**src/rtl/vt_pkg.sv**
```systemverilog
package vt_pkg;

    typedef enum logic [2:0] {
        ACC_NONE,
        ACC_CTRL_WR,
        ACC_CTRL_RD,
        ACC_STAT_WR,
        ACC_STAT_RD
    } vt_access_e;

    typedef struct packed {
        logic       blank;
        logic [7:0] ctrl;
    } vt_regs_t;

    localparam int IRQ_EN_BIT = 7;
    localparam int FLAG_BIT   = 7;

endpackage

```
**src/rtl/vt_wrap_counter.sv**
```systemverilog
module vt_wrap_counter #(
    parameter int LIMIT = 283,
    parameter int W     = $clog2(LIMIT)
) (
    input  logic         clk,
    input  logic         rst,
    input  logic         inc,
    output logic [W-1:0] count,
    output logic         wrap
);
    localparam logic [W-1:0] LAST = W'(LIMIT - 1);

    logic [W-1:0] count_d, count_q;

    always_comb begin
        count_d = count_q;
        if (inc) begin
            if (count_q == LAST) count_d = '0;
            else                 count_d = count_q + 1'b1;
        end
    end

    always_ff @(posedge clk) begin
        if (rst) count_q <= '0;
        else     count_q <= count_d;
    end

    assign count = count_q;
    assign wrap  = inc && (count_q == LAST);

    a_r2_hold_without_inc: assert property (@(posedge clk) disable iff (rst)
        !inc |=> $stable(count_q));
    a_r3_in_range: assert property (@(posedge clk) disable iff (rst)
        count_q <= LAST);
    a_r2_wrap_to_zero: assert property (@(posedge clk) disable iff (rst)
        wrap |=> (count_q == '0));
endmodule

```
**src/rtl/vt_regport_decode.sv**
```systemverilog
module vt_regport_decode
    import vt_pkg::*;
#(
    parameter int AW        = 3,
    parameter int CTRL_ADDR = 0,
    parameter int STAT_ADDR = 2
) (
    input  logic          sel,
    input  logic          we,
    input  logic [AW-1:0] addr,
    output vt_access_e    acc
);
    always_comb begin
        acc = ACC_NONE;
        if (sel) begin
            if (addr == AW'(CTRL_ADDR))      acc = we ? ACC_CTRL_WR : ACC_CTRL_RD;
            else if (addr == AW'(STAT_ADDR)) acc = we ? ACC_STAT_WR : ACC_STAT_RD;
        end
    end
endmodule

```
**src/rtl/vt_blank_ctrl.sv**
```systemverilog
module vt_blank_ctrl
    import vt_pkg::*;
(
    input  logic       clk,
    input  logic       rst,
    input  logic       set_evt,
    input  logic       clr_evt,
    input  vt_access_e acc,
    input  logic [7:0] wdata,
    output logic       blank,
    output logic [7:0] ctrl,
    output logic       nmi
);
    vt_regs_t regs_d, regs_q;

    always_comb begin
        regs_d = regs_q;
        if (acc == ACC_CTRL_WR) regs_d.ctrl  = wdata;
        if (acc == ACC_STAT_RD) regs_d.blank = 1'b0;
        if (set_evt)            regs_d.blank = 1'b1;
        if (clr_evt)            regs_d.blank = 1'b0;
    end

    always_ff @(posedge clk) begin
        if (rst) regs_q <= '0;
        else     regs_q <= regs_d;
    end

    assign blank = regs_q.blank;
    assign ctrl  = regs_q.ctrl;
    assign nmi   = regs_q.blank & regs_q.ctrl[IRQ_EN_BIT];

    a_r1_reset_clears: assert property (@(posedge clk)
        rst |=> (!regs_q.blank && regs_q.ctrl == 8'h00));
    a_r5_set_on_entry: assert property (@(posedge clk) disable iff (rst)
        set_evt |=> regs_q.blank);
    a_r5_clear_on_wrap: assert property (@(posedge clk) disable iff (rst)
        clr_evt |=> !regs_q.blank);
    a_r6_read_clears: assert property (@(posedge clk) disable iff (rst)
        (acc == ACC_STAT_RD && !set_evt) |=> !regs_q.blank);
    a_r9_ctrl_kept: assert property (@(posedge clk) disable iff (rst)
        (acc != ACC_CTRL_WR) |=> $stable(regs_q.ctrl));
endmodule

```
**src/rtl/vtiming_unit.sv**
```systemverilog
module vtiming_unit
    import vt_pkg::*;
#(
    parameter int DOTS_PER_LINE   = 283,
    parameter int LINES_PER_FRAME = 262,
    parameter int ACTIVE_DOTS     = 256,
    parameter int ACTIVE_LINES    = 240,
    parameter int BLANK_LINE      = 241,
    parameter int AW              = 3,
    parameter int CTRL_ADDR       = 0,
    parameter int STAT_ADDR       = 2,
    localparam int DW             = $clog2(DOTS_PER_LINE),
    localparam int LW             = $clog2(LINES_PER_FRAME)
) (
    input  logic          clk,
    input  logic          rst,
    input  logic          dot_en,
    input  logic          cpu_sel,
    input  logic          cpu_we,
    input  logic [AW-1:0] cpu_addr,
    input  logic [7:0]    cpu_wdata,
    output logic [7:0]    cpu_rdata,
    output logic [DW-1:0] dot_x,
    output logic [LW-1:0] line_y,
    output logic          active_video,
    output logic          vblank,
    output logic          nmi_req
);
    localparam logic [LW-1:0] PRE_BLANK = LW'(BLANK_LINE - 1);
    localparam logic [DW-1:0] ACT_DOTS  = DW'(ACTIVE_DOTS);
    localparam logic [LW-1:0] ACT_LINES = LW'(ACTIVE_LINES);

    logic       dot_wrap, line_wrap;
    logic       set_evt;
    logic [7:0] ctrl;
    vt_access_e acc;

    vt_wrap_counter #(.LIMIT(DOTS_PER_LINE), .W(DW)) u_dot_cnt (
        .clk(clk), .rst(rst), .inc(dot_en), .count(dot_x), .wrap(dot_wrap)
    );

    vt_wrap_counter #(.LIMIT(LINES_PER_FRAME), .W(LW)) u_line_cnt (
        .clk(clk), .rst(rst), .inc(dot_wrap), .count(line_y), .wrap(line_wrap)
    );

    vt_regport_decode #(.AW(AW), .CTRL_ADDR(CTRL_ADDR), .STAT_ADDR(STAT_ADDR)) u_decode (
        .sel(cpu_sel), .we(cpu_we), .addr(cpu_addr), .acc(acc)
    );

    assign set_evt = dot_wrap && (line_y == PRE_BLANK);

    vt_blank_ctrl u_blank (
        .clk(clk), .rst(rst), .set_evt(set_evt), .clr_evt(line_wrap),
        .acc(acc), .wdata(cpu_wdata), .blank(vblank), .ctrl(ctrl), .nmi(nmi_req)
    );

    assign active_video = (dot_x < ACT_DOTS) && (line_y < ACT_LINES);

    always_comb begin
        cpu_rdata = 8'h00;
        case (acc)
            ACC_CTRL_RD: cpu_rdata = ctrl;
            ACC_STAT_RD: cpu_rdata[FLAG_BIT] = vblank;
            default:     cpu_rdata = 8'h00;
        endcase
    end

    a_r8_nmi_rise_needs_flag: assert property (@(posedge clk) disable iff (rst)
        $rose(nmi_req) |-> vblank);
    a_r8_nmi_falls_after_read: assert property (@(posedge clk) disable iff (rst)
        (acc == ACC_STAT_RD && !set_evt) |=> !nmi_req);
    a_r3_line_moves_on_dot_wrap: assert property (@(posedge clk) disable iff (rst)
        !dot_wrap |=> $stable(line_y));
    a_r4_blank_outside_window: assert property (@(posedge clk) disable iff (rst)
        vblank |-> !active_video);
endmodule

```
**config.mk**
```make
export PLATFORM = sky130hd
export DESIGN_NAME = vtiming_unit
export DESIGN_NICKNAME = d
export VERILOG_FILES = /design/src/rtl/vt_pkg.sv /design/src/rtl/vt_wrap_counter.sv /design/src/rtl/vt_regport_decode.sv /design/src/rtl/vt_blank_ctrl.sv /design/src/rtl/vtiming_unit.sv
export SDC_FILE = /design/constraint.sdc
export NUM_CORES = 1
export LEC_CHECK = 0
export ABC_AREA = 1
export CAP_MARGIN = 20
export CORE_MARGIN = 2
export CORE_UTILIZATION = 47
export CTS_CLUSTER_SIZE = 10
export DETAILED_ROUTE_END_ITERATION = 10
export GPL_TIMING_DRIVEN = 0
export PLACE_DENSITY = 0.79
export SLEW_MARGIN = 20
export SYNTH_ARGS = -nofsm -noshare
export SYNTH_HDL_FRONTEND = slang
export SYNTH_SLANG_ARGS = --single-unit
```
**constraint.sdc**
```tcl
create_clock -name clk -period 1.6 [get_ports clk]
set_input_delay 0.32 -clock clk [delete_from_list [all_inputs] [get_ports clk]]
set_output_delay 0.32 -clock clk [all_outputs]
set_load 0.005 [all_outputs]
```
# ---- Word-level counts from Yosys, hierarchy flattened
# Cells that the tools add are included.
dict set report totals {
  ff_bits 27
  output_inout_bits 29
  inputBits 16
  wordCells 34
}
dict set report classes {
  n_eq_ne 7
  muxes 11
  addsub 2
  reduce_logical 7
  n_lt_le_gt_ge 2
  n_bitwise 1
}
# cell count
set ops {}
lappend ops {{$add 9x1->9 const B} 2}
lappend ops {{$eq 9x9->1 const B} 2}
lappend ops {{$mux 9} 2}
lappend ops {{$mux 3} 4}
lappend ops {{$eq 9x8->1 const B} 1}
lappend ops {{$lt 9x8->1 const B} 1}
lappend ops {{$lt 9x9->1 const B} 1}
lappend ops {{$mux 7} 1}
lappend ops {{$eq 3x2->1 const B} 2}
lappend ops {{$logic_and 1x1->1} 4}
lappend ops {{$eq 3x1->1 const B} 1}
lappend ops {{$eq 3x3->1 const B} 1}
lappend ops {{$logic_not 3->1} 1}
lappend ops {{$mux 1} 2}
lappend ops {{$mux 2} 1}
lappend ops {{$pmux 1 s2} 1}
lappend ops {{$reduce_bool 2->1} 1}
lappend ops {{$reduce_or 2->1} 1}
lappend ops {{$and 1x1->1} 1}

# ---- Logic depth before layout (Yosys ltp)
# Gate-level depths: netlist of run 1.
dict set report logic_depth {
  word_depth 7
  mapped_depth 9
  depth_no_buf 9
}

# ---- Cells and area by module
# A second synthesis of run 1 with hierarchy kept.
dict set report hier_totals {
  hier_cells 255
  area_unflattened_um2 1629.1
}
# module cells_per_inst instances area_each_um2 seq_area_each_um2
set modules_own_cells {}
lappend modules_own_cells {{vt_wrap_counter (u_dot_cnt)} 75 1 504.2 180.2}
lappend modules_own_cells {{vt_wrap_counter (u_line_cnt)} 72 1 496.7 180.2}
lappend modules_own_cells {vt_blank_ctrl 62 1 409.1 180.2}
lappend modules_own_cells {vtiming_unit 33 1 147.6 0.0}
lappend modules_own_cells {vt_regport_decode 13 1 71.3 0.0}

# ---- Worst setup path after synthesis of run 1
# No wires, ideal clock.
dict set report synth_path {
  path_kind {reg2reg}
  startpoint {reg u_dot_cnt.count_q[0] (netlist: u_dot_cnt.count[0])}
  endpoint {reg u_line_cnt.count_q[8] (netlist: u_line_cnt.count[8])}
  setup_ns 0.116
  required_time_ns 1.484
  slack_ns 0.269
  period_less_slack_ns 1.331
  path_stages_with_launch 10
  arrival_time_ns 1.215
  path_cell_list {dfxtp_1 inv_1 ha_1 inv_1 nor2_1 nand3_1 nor2_4 nor2_1 nor2_1 nor2_1}
}
dict set report synth_between {
  elab_chain_cells 2
}
# element line_no
set synth_rtl {}
lappend synth_rtl {{start: declaration} vt_wrap_counter.sv:13} ;# logic [W-1:0] count_d, count_q;
lappend synth_rtl {{start signal: assignment} vt_wrap_counter.sv:25} ;# else count_q <= count_d;
lappend synth_rtl {{$eq 9x9->1} vt_wrap_counter.sv:29} ;# assign wrap = inc && (count_q == LAST);
lappend synth_rtl {{$logic_and 1x1->1} vt_wrap_counter.sv:29}
lappend synth_rtl {{end signal: assignment} vt_wrap_counter.sv:25}
lappend synth_rtl {{end: declaration} vt_wrap_counter.sv:13}
# Every way passes these cells.
# A chain may end at the register's enable or synchronous reset.

# ---- Worst setup path after layout of run 1
dict set report layout_path {
  startpoint {reg u_dot_cnt.count_q[3] (netlist: u_dot_cnt.count[3])}
  endpoint {out dot_x[3]}
}
# element line_no
set layout_rtl {}
lappend layout_rtl {{end: declaration} vtiming_unit.sv:23} ;# output logic [DW-1:0] dot_x,
# No word-level cell between the ends.

==> results_dict.tcl, run 1 <==
set metrics [dict create \
    synthCells 230 \
    num_rows 20 \
    min_from "rst" \
    seqCellArea_sq_um 594.3 \
    clk_path_buf_depth 2 \
    core_area_sq_mm 0.003103 \
    viasPerCell 4.883 \
    fin_crit_ps 1567 \
    leakagePower_nw 1.013 \
    track_usage_pct 21.36 \
    holdCritPathClass "in -> reg" \
    finalNetCount 320 \
    yosysSeqAreaShare_pct 34.48 \
    synth.avg_cell_area_sq_um 6.816 \
    vdd.ir_drop.worst_mv 0.4314 \
    cp_data_arrival_time_ps 1250 \
    grt_pass1_vias 1442 \
    whs_ps 246.1 \
    drt_iter0_markers 90 \
    synth_area_sq_mm 0.001568 \
    yosysUniqueCellTypes 29 \
    finalMaxSlewViolations 0 \
    fin_crit_sh_pct 97.95 \
    fmax_mhz 638.1 \
    crit_fanout 5 \
    postCtsHoldBufs 0 \
    area_growth_pct 46.93 \
    slew_headroom_pct 79.06 \
    critPathBufInv 1 \
    stdcell_count 342 \
    dp_hpwl_mm 2.683 \
    worstHoldEndpoint "u_line_cnt.count[5]" \
    htreeDepth 1 \
    antenna_found_initial 0 \
    cts-buffers-inserted 3 \
    overflow 0 \
    pwr_density_cell_mw_per_mm2 477.5 \
    vias 1670 \
    worst_pin_slew_ps 311.7 \
    numClockSinks 27 \
    drt_pass1_iterations 4 \
    path_cells "clkdlybuf4s50_1" \
    dp_slack_ps -751.9 \
    cp-start-kind "flop" \
    min_path_cells 2 \
    worst_path_dominant_cell_family "buffers and inverters" \
    multiInputGateArea_sq_um 889.6 \
    place_inst 316 \
    slowest_delay_ps 500 \
    finClkSkew_ps 1.676 \
    cpMaxStageDelayCell "clkdlybuf4s50_1" \
    port_buffers 42 \
    drtAntennaViolNets 0 \
    finalHoldViolations 0 \
    clk_pin_slew_ps 150 \
    synth_nets 251 \
    grt_pass1_wl_mm 6.210 \
    reg2reg_depth 8 \
    status "finished clean" \
    crit_required_ps 1280 \
    clk_latency_ps 340 \
    setup_viol 0 \
    r2r_start "u_dot_cnt.count[0]" \
    die_w_um 61.76 \
    cts_tree "done" \
    gp_congestion 0.7765 \
    remaining_drc_errors 0 \
    ioPinCount 45 \
    wl_per_cell_um 11.73 \
    ys_ff_latch 27 \
    layout_setup_ws_ps 32.79 \
    start_util_pct 50.52 \
    r2r_slack_ps 130 \
    die_h_um 61.76 \
    crit_path_end_kind "output pin" \
    drt-total-wl_mm 4.012 \
    cap_viol_max_count 0 \
    cts-root-buf "clkbuf_4" \
    grt_max_degree 16 \
    n_fill_cell 265 \
    drive_above_1_share_pct 29.87 \
    layout_common_cells "nand2_1, inv_1, clkdlybuf4s50_1, nor2_1, buf_4" \
    n_antenna_cell 0 \
    criticalPathCategory "reg -> out" \
    cp.depth 1 \
    ys_warn_count 0 \
    mostFrequentLayoutCell "nand2_1" \
    r2r-end "u_line_cnt.count[8]" \
    die_area_sq_mm 0.003814 \
]
[worst max path at each step]
stage,slack [ps],from,end
2_1_floorplan,270,u_dot_cnt.count[0],u_line_cnt.count[8]
3_3_place_gp,-770,cpu_sel,cpu_rdata[7]
3_5_place_dp,-750,cpu_addr[0],cpu_rdata[7]
4_1_cts,0.8,u_dot_cnt.count[7],dot_x[7]
5_1_grt,-10,u_dot_cnt.count[0],u_line_cnt.count[8]
6_report,30,u_dot_cnt.count[3],dot_x[3]
[per-layer routing]
layer	share of wire [%]	global-route usage [%]
met5	0	0
met4	1.3	6.383
met3	4.3	2.899
met2	50	37.44
met1	44	27.31
[area by class of cell]
cell class                 count  area share, %
clock buffer                   3         0.9777
inverter                      42          7.007
timing repair buffer          64          23.85
multi-input combinational    157          38.62
clock inverter                 1         0.2173
buffer                         4          1.141
tap                           44          2.390
sequential                    27          25.80
[what timing repair did]
action	CTS	global route
gates resized for setup	73	22
cloned	0	0
setup buffers	12	10
pin swaps	11	8
endpoints found under the setup margin	27	25
[cells in the mapped netlist]
library cell | number | share of area, %
a21oi_1 | 17 | 5.4
buf_2 | 2 | 0.64
buf_6 | 1 | 0.72
clkbuf_2 | 1 | 0.32
clkinv_2 | 1 | 0.32
dfxtp_1 | 27 | 34
ha_1 | 5 | 4.0
inv_1 | 38 | 9.1
inv_2 | 2 | 0.48
inv_4 | 1 | 0.40
nand2_1 | 49 | 12
nand2_2 | 3 | 1.2
nand3_1 | 13 | 4.1
nand3_2 | 1 | 0.64
nand3_4 | 1 | 1.1
nand4_1 | 8 | 3.2
nand4_4 | 1 | 1.4
nor2_1 | 28 | 6.7
nor2_2 | 3 | 1.2
nor2_4 | 4 | 2.9
nor3_1 | 6 | 1.9
nor3b_2 | 1 | 0.80
o21ai_0 | 9 | 2.9
o21ai_1 | 1 | 0.32
o21ai_4 | 1 | 1.0
o22ai_1 | 1 | 0.40
or2_0 | 1 | 0.40
xnor2_1 | 1 | 0.56
xor2_1 | 3 | 1.7
[sequential cells by signal, indices dropped and copies added, names as in the netlist]
| register | flops |
|---|---|
| u_line_cnt.count | 9 |
| u_blank.blank | 1 |
| u_dot_cnt.count | 9 |
| u_blank.ctrl | 8 |
[cell families after synthesis]
kind of cell    count (synthesis)  synth area share, %
flops                          27                34.48
xor+xnor                        4                2.235
simple gates                  119                37.27
fa+ha+maj                       5                3.990
compound gates                 29                10.06
buf+inv                        46                11.97
[power by group]
part           total [W]  switching (W)  internal (W)
logic           0.000121      0.0000596     0.0000617
clock network   0.000309       0.000214     0.0000944
registers       0.000670     0.00000724      0.000663
total            0.00110       0.000281      0.000819
[stage by stage]
stage                     util (%)  total power [W]  setup TNS, ps  area, sq um
after floorplan                  -        0.0007588              0         1568
after global placement       65.85        0.0008120          -5863         2043
after detailed placement     65.85        0.0008141          -5789         2043
after CTS                    70.32         0.001111              0         2182
after global routing         74.23         0.001151         -15.97         2303
final                        74.23         0.001100              0         2303
(Power assumes the default switching activity.)
==> inputs of run 2 (changes only) <==
--- a/config.mk
+++ b/config.mk
@@ -8,11 +8,13 @@
 export ABC_AREA = 1
 export CAP_MARGIN = 20
 export CORE_MARGIN = 2
-export CORE_UTILIZATION = 47
+export CORE_UTILIZATION = 49
+export CTS_BUF_LIST = sky130_fd_sc_hd__clkbuf_8
 export CTS_CLUSTER_SIZE = 10
 export DETAILED_ROUTE_END_ITERATION = 10
 export GPL_TIMING_DRIVEN = 0
-export PLACE_DENSITY = 0.79
+export PLACE_DENSITY = 0.82
+export SETUP_SLACK_MARGIN = 0.2
 export SLEW_MARGIN = 20
 export SYNTH_ARGS = -nofsm -noshare
 export SYNTH_HDL_FRONTEND = slang
==> results_dict.tcl, run 2 (same netlist as run 1, synthesis figures left out) <==
set metrics [dict create \
    drt-total-wl_mm 5.862 \
    mostFrequentLayoutCell "nand2_1" \
    cts-buffers-inserted 3 \
    numClockSinks 27 \
    cts_tree "done" \
    finalHoldViolations 0 \
    clk_path_buf_depth 2 \
    layout_setup_ws_ps -38.44 \
    area_growth_pct 69.75 \
    finClkSkew_ps 11.60 \
    htreeDepth 1 \
    status "finished with violations" \
    holdCritPathClass "in -> reg" \
    clk_latency_ps 280 \
    antenna_found_initial 0 \
    postLayoutCoreUtil_pct 87.17 \
    die_h_um 60.57 \
    die_area_sq_mm 0.003668 \
    crit_path_end_kind "output pin" \
    gp_congestion 0.7969 \
    overflow 0 \
    cap_viol_max_count 0 \
    slew_headroom_pct 80.74 \
    start_util_pct 51.35 \
    cts-root-buf "clkbuf_8" \
    die_w_um 60.57 \
    place_inst 316 \
    vias 2024 \
    core_area_sq_mm 0.003053 \
    vdd.ir_drop.worst_mv 0.8262 \
    ioPinCount 45 \
    crit_fanout 5 \
    port_buffers 42 \
    drtAntennaViolNets 0 \
    drive_above_1_share_pct 42.28 \
    criticalPathCategory "in -> out" \
    leakagePower_nw 1.239 \
    remaining_drc_errors 0 \
    finalMaxSlewViolations 0 \
    finalInstanceArea_sq_mm 0.002661 \
    finalNetCount 346 \
    fin_crit_ps 1638 \
    pwr_density_cell_mw_per_mm2 468.2 \
    fmax_mhz 610.3 \
    cp_data_arrival_time_ps 1320 \
    num_rows 20 \
    worst_pin_slew_ps 286.8 \
    n_antenna_cell 0 \
    viasPerCell 5.500 \
    track_usage_pct 23.54 \
    drt_pass1_iterations 5 \
    clk_pin_slew_ps 100 \
    violations "negative setup slack" \
    dp_hpwl_mm 2.615 \
    grt_pass1_wl_mm 6.637 \
    drt_iter0_markers 186 \
    wl_per_cell_um 15.93 \
    n_fill_cell 154 \
    crit_required_ps 1280 \
    postCtsHoldBufs 0 \
    rsz0062_at_grt "yes" \
    setup_viol 1 \
    fin_crit_sh_pct 102.4 \
    grt_max_degree 15 \
    dp_slack_ps -791.9 \
    layout_common_cells "nand2_1, buf_4, inv_1, dlygate4sd2_1, nor2_1" \
    grt_pass1_vias 1569 \
    stdcell_count 368 \
    cp-start-kind "input port" \
    place_area_sq_mm 0.002043 \
]
[run 2: cell count changes in the layout (fill, tap and decap cells not counted), sizes merged]
cell           delta
inv               +1
clkdlybuf4s50    -18
buf              +29
clkinv            -1
dlymetal6s2s      -2
dlygate4sd2      +19
clkbuf            -2
[run 2: routing by layer]
metal	part of all wire [%]	wire (um)	global-route usage, %
met4	3.4	197	5.590
met2	52	3035	40.55
met3	7.4	433	3.838
met1	37	2195	30.88
met5	0	0	0
[run 2: path summary, 6_finish.rpt]
path / start / end / slack (ps) / cells past startpoint
min reg2reg: u_blank.ctrl[3] / u_blank.ctrl[3] / 480 / 2
max reg2reg: u_line_cnt.count[2] / u_line_cnt.count[8] / 140 / 9
min: rst / u_line_cnt.count[5] / 330 / 2
max: cpu_addr[0] / cpu_rdata[0] / -40 / 7
[run 2: layout make-up]
type | count | area, sq um | share of cell area [%]
plain buffers | 4 | 26.28 | 0.9873
clock buffers | 3 | 41.29 | 1.551
clock inverters | 1 | 3.754 | 0.1410
inverters | 42 | 176.4 | 6.629
multi-input cells | 157 | 989.7 | 37.19
flip-flops and latches | 27 | 594.3 | 22.33
well taps | 44 | 55.05 | 2.069
repair buffers | 90 | 774.5 | 29.10
[run 2: worst max-delay path: stages]
cell	delay, ps
buf_6	100
nor3b_4	240
nand3_4	140
buf_6	150
buf_6	100
nor2_1	120
buf_2	150
[run 2: where the power goes]
part / switching (W) / internal [W] / leakage [nW]
clock: 0.000231 / 0.000173 / 0.0269
combinational: 0.0000858 / 0.0000880 / 0.981
sequential: 0.00000581 / 0.000663 / 0.231
[run 2: repair_timing]
action	CTS	global route
gates resized for setup	122	43
setup endpoints to repair	39	22
pin swaps	14	35
buffers inserted	32	16
[run 2: metrics by stage]
stage / power, W / TNS [ps] / hold WS, ps
floorplan: 0.0007588 / 0 / 429.7
global placement: 0.0008120 / -5991 / 439.5
detailed placement: 0.0008136 / -6198 / 446.3
CTS: 0.001201 / 0 / 325.3
global route: 0.001279 / -96.70 / 344.4
finish: 0.001246 / -38.44 / 328.2
==> inputs of run 3 (changes only) <==
--- a/config.mk
+++ b/config.mk
@@ -8,12 +8,14 @@
 export ABC_AREA = 1
 export CAP_MARGIN = 20
 export CORE_MARGIN = 2
-export CORE_UTILIZATION = 49
+export CORE_UTILIZATION = 53
 export CTS_BUF_LIST = sky130_fd_sc_hd__clkbuf_8
 export CTS_CLUSTER_SIZE = 10
 export DETAILED_ROUTE_END_ITERATION = 10
+export GPL_ROUTABILITY_DRIVEN = 0
 export GPL_TIMING_DRIVEN = 0
-export PLACE_DENSITY = 0.82
+export MAX_ROUTING_LAYER = met4
+export PLACE_DENSITY = 0.88
 export SETUP_SLACK_MARGIN = 0.2
 export SLEW_MARGIN = 20
 export SYNTH_ARGS = -nofsm -noshare
==> constraint.sdc (replaced) <==
create_clock -name clk -period 2.1 [get_ports clk]
set_input_delay 0.42 -clock clk [delete_from_list [all_inputs] [get_ports clk]]
set_output_delay 0.42 -clock clk [all_outputs]
set_load 0.005 [all_outputs]
==> results_dict.tcl, run 3 (same netlist as run 1, synthesis figures left out) <==
set metrics [dict create \
    clockPowerShare_pct 33.0 \
    finClkSkew_ps 6.842 \
    crit_path_end_kind "output pin" \
    critPathBufInv 3 \
    start_util_pct 56.37 \
    cp_data_arrival_time_ps 1410 \
    die_w_um 58.39 \
    postLayoutCoreUtil_pct 77.10 \
    cpMaxStageDelayCell "nor3b_4" \
    vias 1618 \
    cts-root-buf "clkbuf_8" \
    fin_crit_ps 1828 \
    grt_max_degree 17 \
    pwr_density_cell_mw_per_mm2 429.8 \
    cp-start-kind "input port" \
    holdCritPathClass "in -> reg" \
    area_growth_pct 36.79 \
    drt-total-wl_mm 3.866 \
    fin_crit_sh_pct 87.03 \
    viasPerCell 5.153 \
    finalNetCount 305 \
    multiInputGateArea_sq_um 887.1 \
    clk_latency_ps 280 \
    fmax_mhz 547.1 \
    wl_per_cell_um 12.31 \
    grt_pass1_wl_mm 6.382 \
    place_inst 303 \
    htreeDepth 1 \
    cap_viol_max_count 0 \
    numClockSinks 27 \
    dp_hpwl_mm 2.666 \
    finalMaxSlewViolations 0 \
    rsz0062_at_grt "no" \
    core_area_sq_mm 0.002781 \
    vdd.ir_drop.worst_mv 0.4271 \
    status "finished clean" \
    stdcell_count 314 \
    seqCellArea_sq_um 543.0 \
    layout_common_cells "nand2_1, inv_1, clkdlybuf4s50_1, nor2_1, dfxtp_1" \
    internal_power_w 0.0007002 \
    switching_share_pct 24.04 \
    fin_setup_tns_ps 0 \
    crit_required_ps 1680 \
    finalHoldViolations 0 \
    power.switching_w 0.0002216 \
    slowest_delay_ps 270 \
    die_h_um 58.39 \
    power_frac_comb_pct 10.1 \
    cts_tree "done" \
    worst_pin_slew_ps 319.2 \
    die_area_sq_mm 0.003409 \
    drtAntennaViolNets 0 \
    r2r_slack_ps 640 \
    worst_path_dominant_cell_family "simple AND/OR/NAND/NOR gates" \
    criticalPathCategory "in -> out" \
    track_usage_pct 24.85 \
    port_buffers 42 \
    cts-buffers-inserted 3 \
    overflow 0 \
    path_cells "buf_6, nor3b_4, nand3_4, buf_6, o22ai_4, buf_2" \
    setup_viol 0 \
    drt_pass1_iterations 4 \
    slew_headroom_pct 78.69 \
    clk_path_buf_depth 2 \
    remaining_drc_errors 0 \
    critical_path.most_common_cell "buf_6" \
    leakagePower_nw 0.8889 \
    clk_pin_slew_ps 90 \
    antenna_found_initial 0 \
    postCtsHoldBufs 0 \
    drive_above_1_share_pct 19.08 \
    pwr-share-seq_pct 56.9 \
    n_fill_cell 219 \
    drt_iter0_markers 111 \
    grt_pass1_vias 1415 \
    ioPinCount 45 \
    n_antenna_cell 0 \
    num_rows 19 \
    mostFrequentLayoutCell "nand2_1" \
    crit_fanout 6 \
]
-- run 3: cell types whose count changed in the layout (fill, tap and decap cells not counted), moves of 6 or more --
| cell | delta |
|---|---|
| buf_4 | -29 |
| clkdlybuf4s50_1 | +20 |
| dlygate4sd2_1 | -18 |
| dfxtp_1 | +17 |
| buf_6 | -12 |
| dfxtp_4 | -12 |
| inv_4 | -6 |
| nor2_1 | +6 |
-- run 3: stage by stage --
step / setup WS [ps] / power (W) / cell area [sq um] / hold WS, ps
after global placement: -490.3 / 0.0006183 / 2027 / 440.3
after CTS: 182.3 / 0.0009256 / 2145 / 421.0
after detailed placement: -519.2 / 0.0006204 / 2027 / 445.7
after global routing: 212.7 / 0.0009556 / 2145 / 442.3
after floorplan: 593.6 / 0.0005781 / 1568 / 429.7
final: 272.3 / 0.0009218 / 2145 / 425.2
-- run 3: repair_timing --
item / 4_1_cts / 5_1_grt
endpoints found under the hold margin: 0 / 0
gates resized for setup: 54 / 7
endpoints found under the setup margin: 9 / 6
pin swaps: 4 / 3
setup buffers: 7 / 0
-- run 3: metal layers --
metal	routed length, um	global-route usage (%)	part of all wire (%)
met5	0	-	0
met4	70	9.635	1.8
met3	135	2.857	3.5
met2	1963	41.73	51
met1	1697	30.41	44
-- run 3: area by class of cell --
cell class | count | area share [%]
multi-input cells | 157 | 41.37
flip-flops and latches | 27 | 25.32
repair buffers | 49 | 20.48
inverters | 42 | 7.526
clock buffers | 3 | 1.925
well taps | 31 | 1.809
plain buffers | 4 | 1.225
clock inverters | 1 | 0.3501
-- run 3: power groups by stage --
stage,Clock [W],Sequential (W),Combinational (W)
2_1_floorplan,0,0.000536,0.0000424
3_3_place_gp,0,0.000536,0.0000822
3_5_place_dp,0,0.000536,0.0000840
4_1_cts,0.000310,0.000525,0.0000913
5_1_grt,0.000329,0.000526,0.000101
6_report,0.000305,0.000524,0.0000928
-- run 3: path summary, 6_finish.rpt --
| check | from | endpoint | depth (start not counted) |
|---|---|---|---|
| worst max-delay path | cpu_addr[0] | cpu_rdata[7] | 6 |
| worst min-delay path | rst | u_line_cnt.count[4] | 2 |
| worst max register to register | u_dot_cnt.count[0] | u_line_cnt.count[8] | 9 |
| worst min register to register | u_blank.ctrl[5] | u_blank.ctrl[5] | 2 |
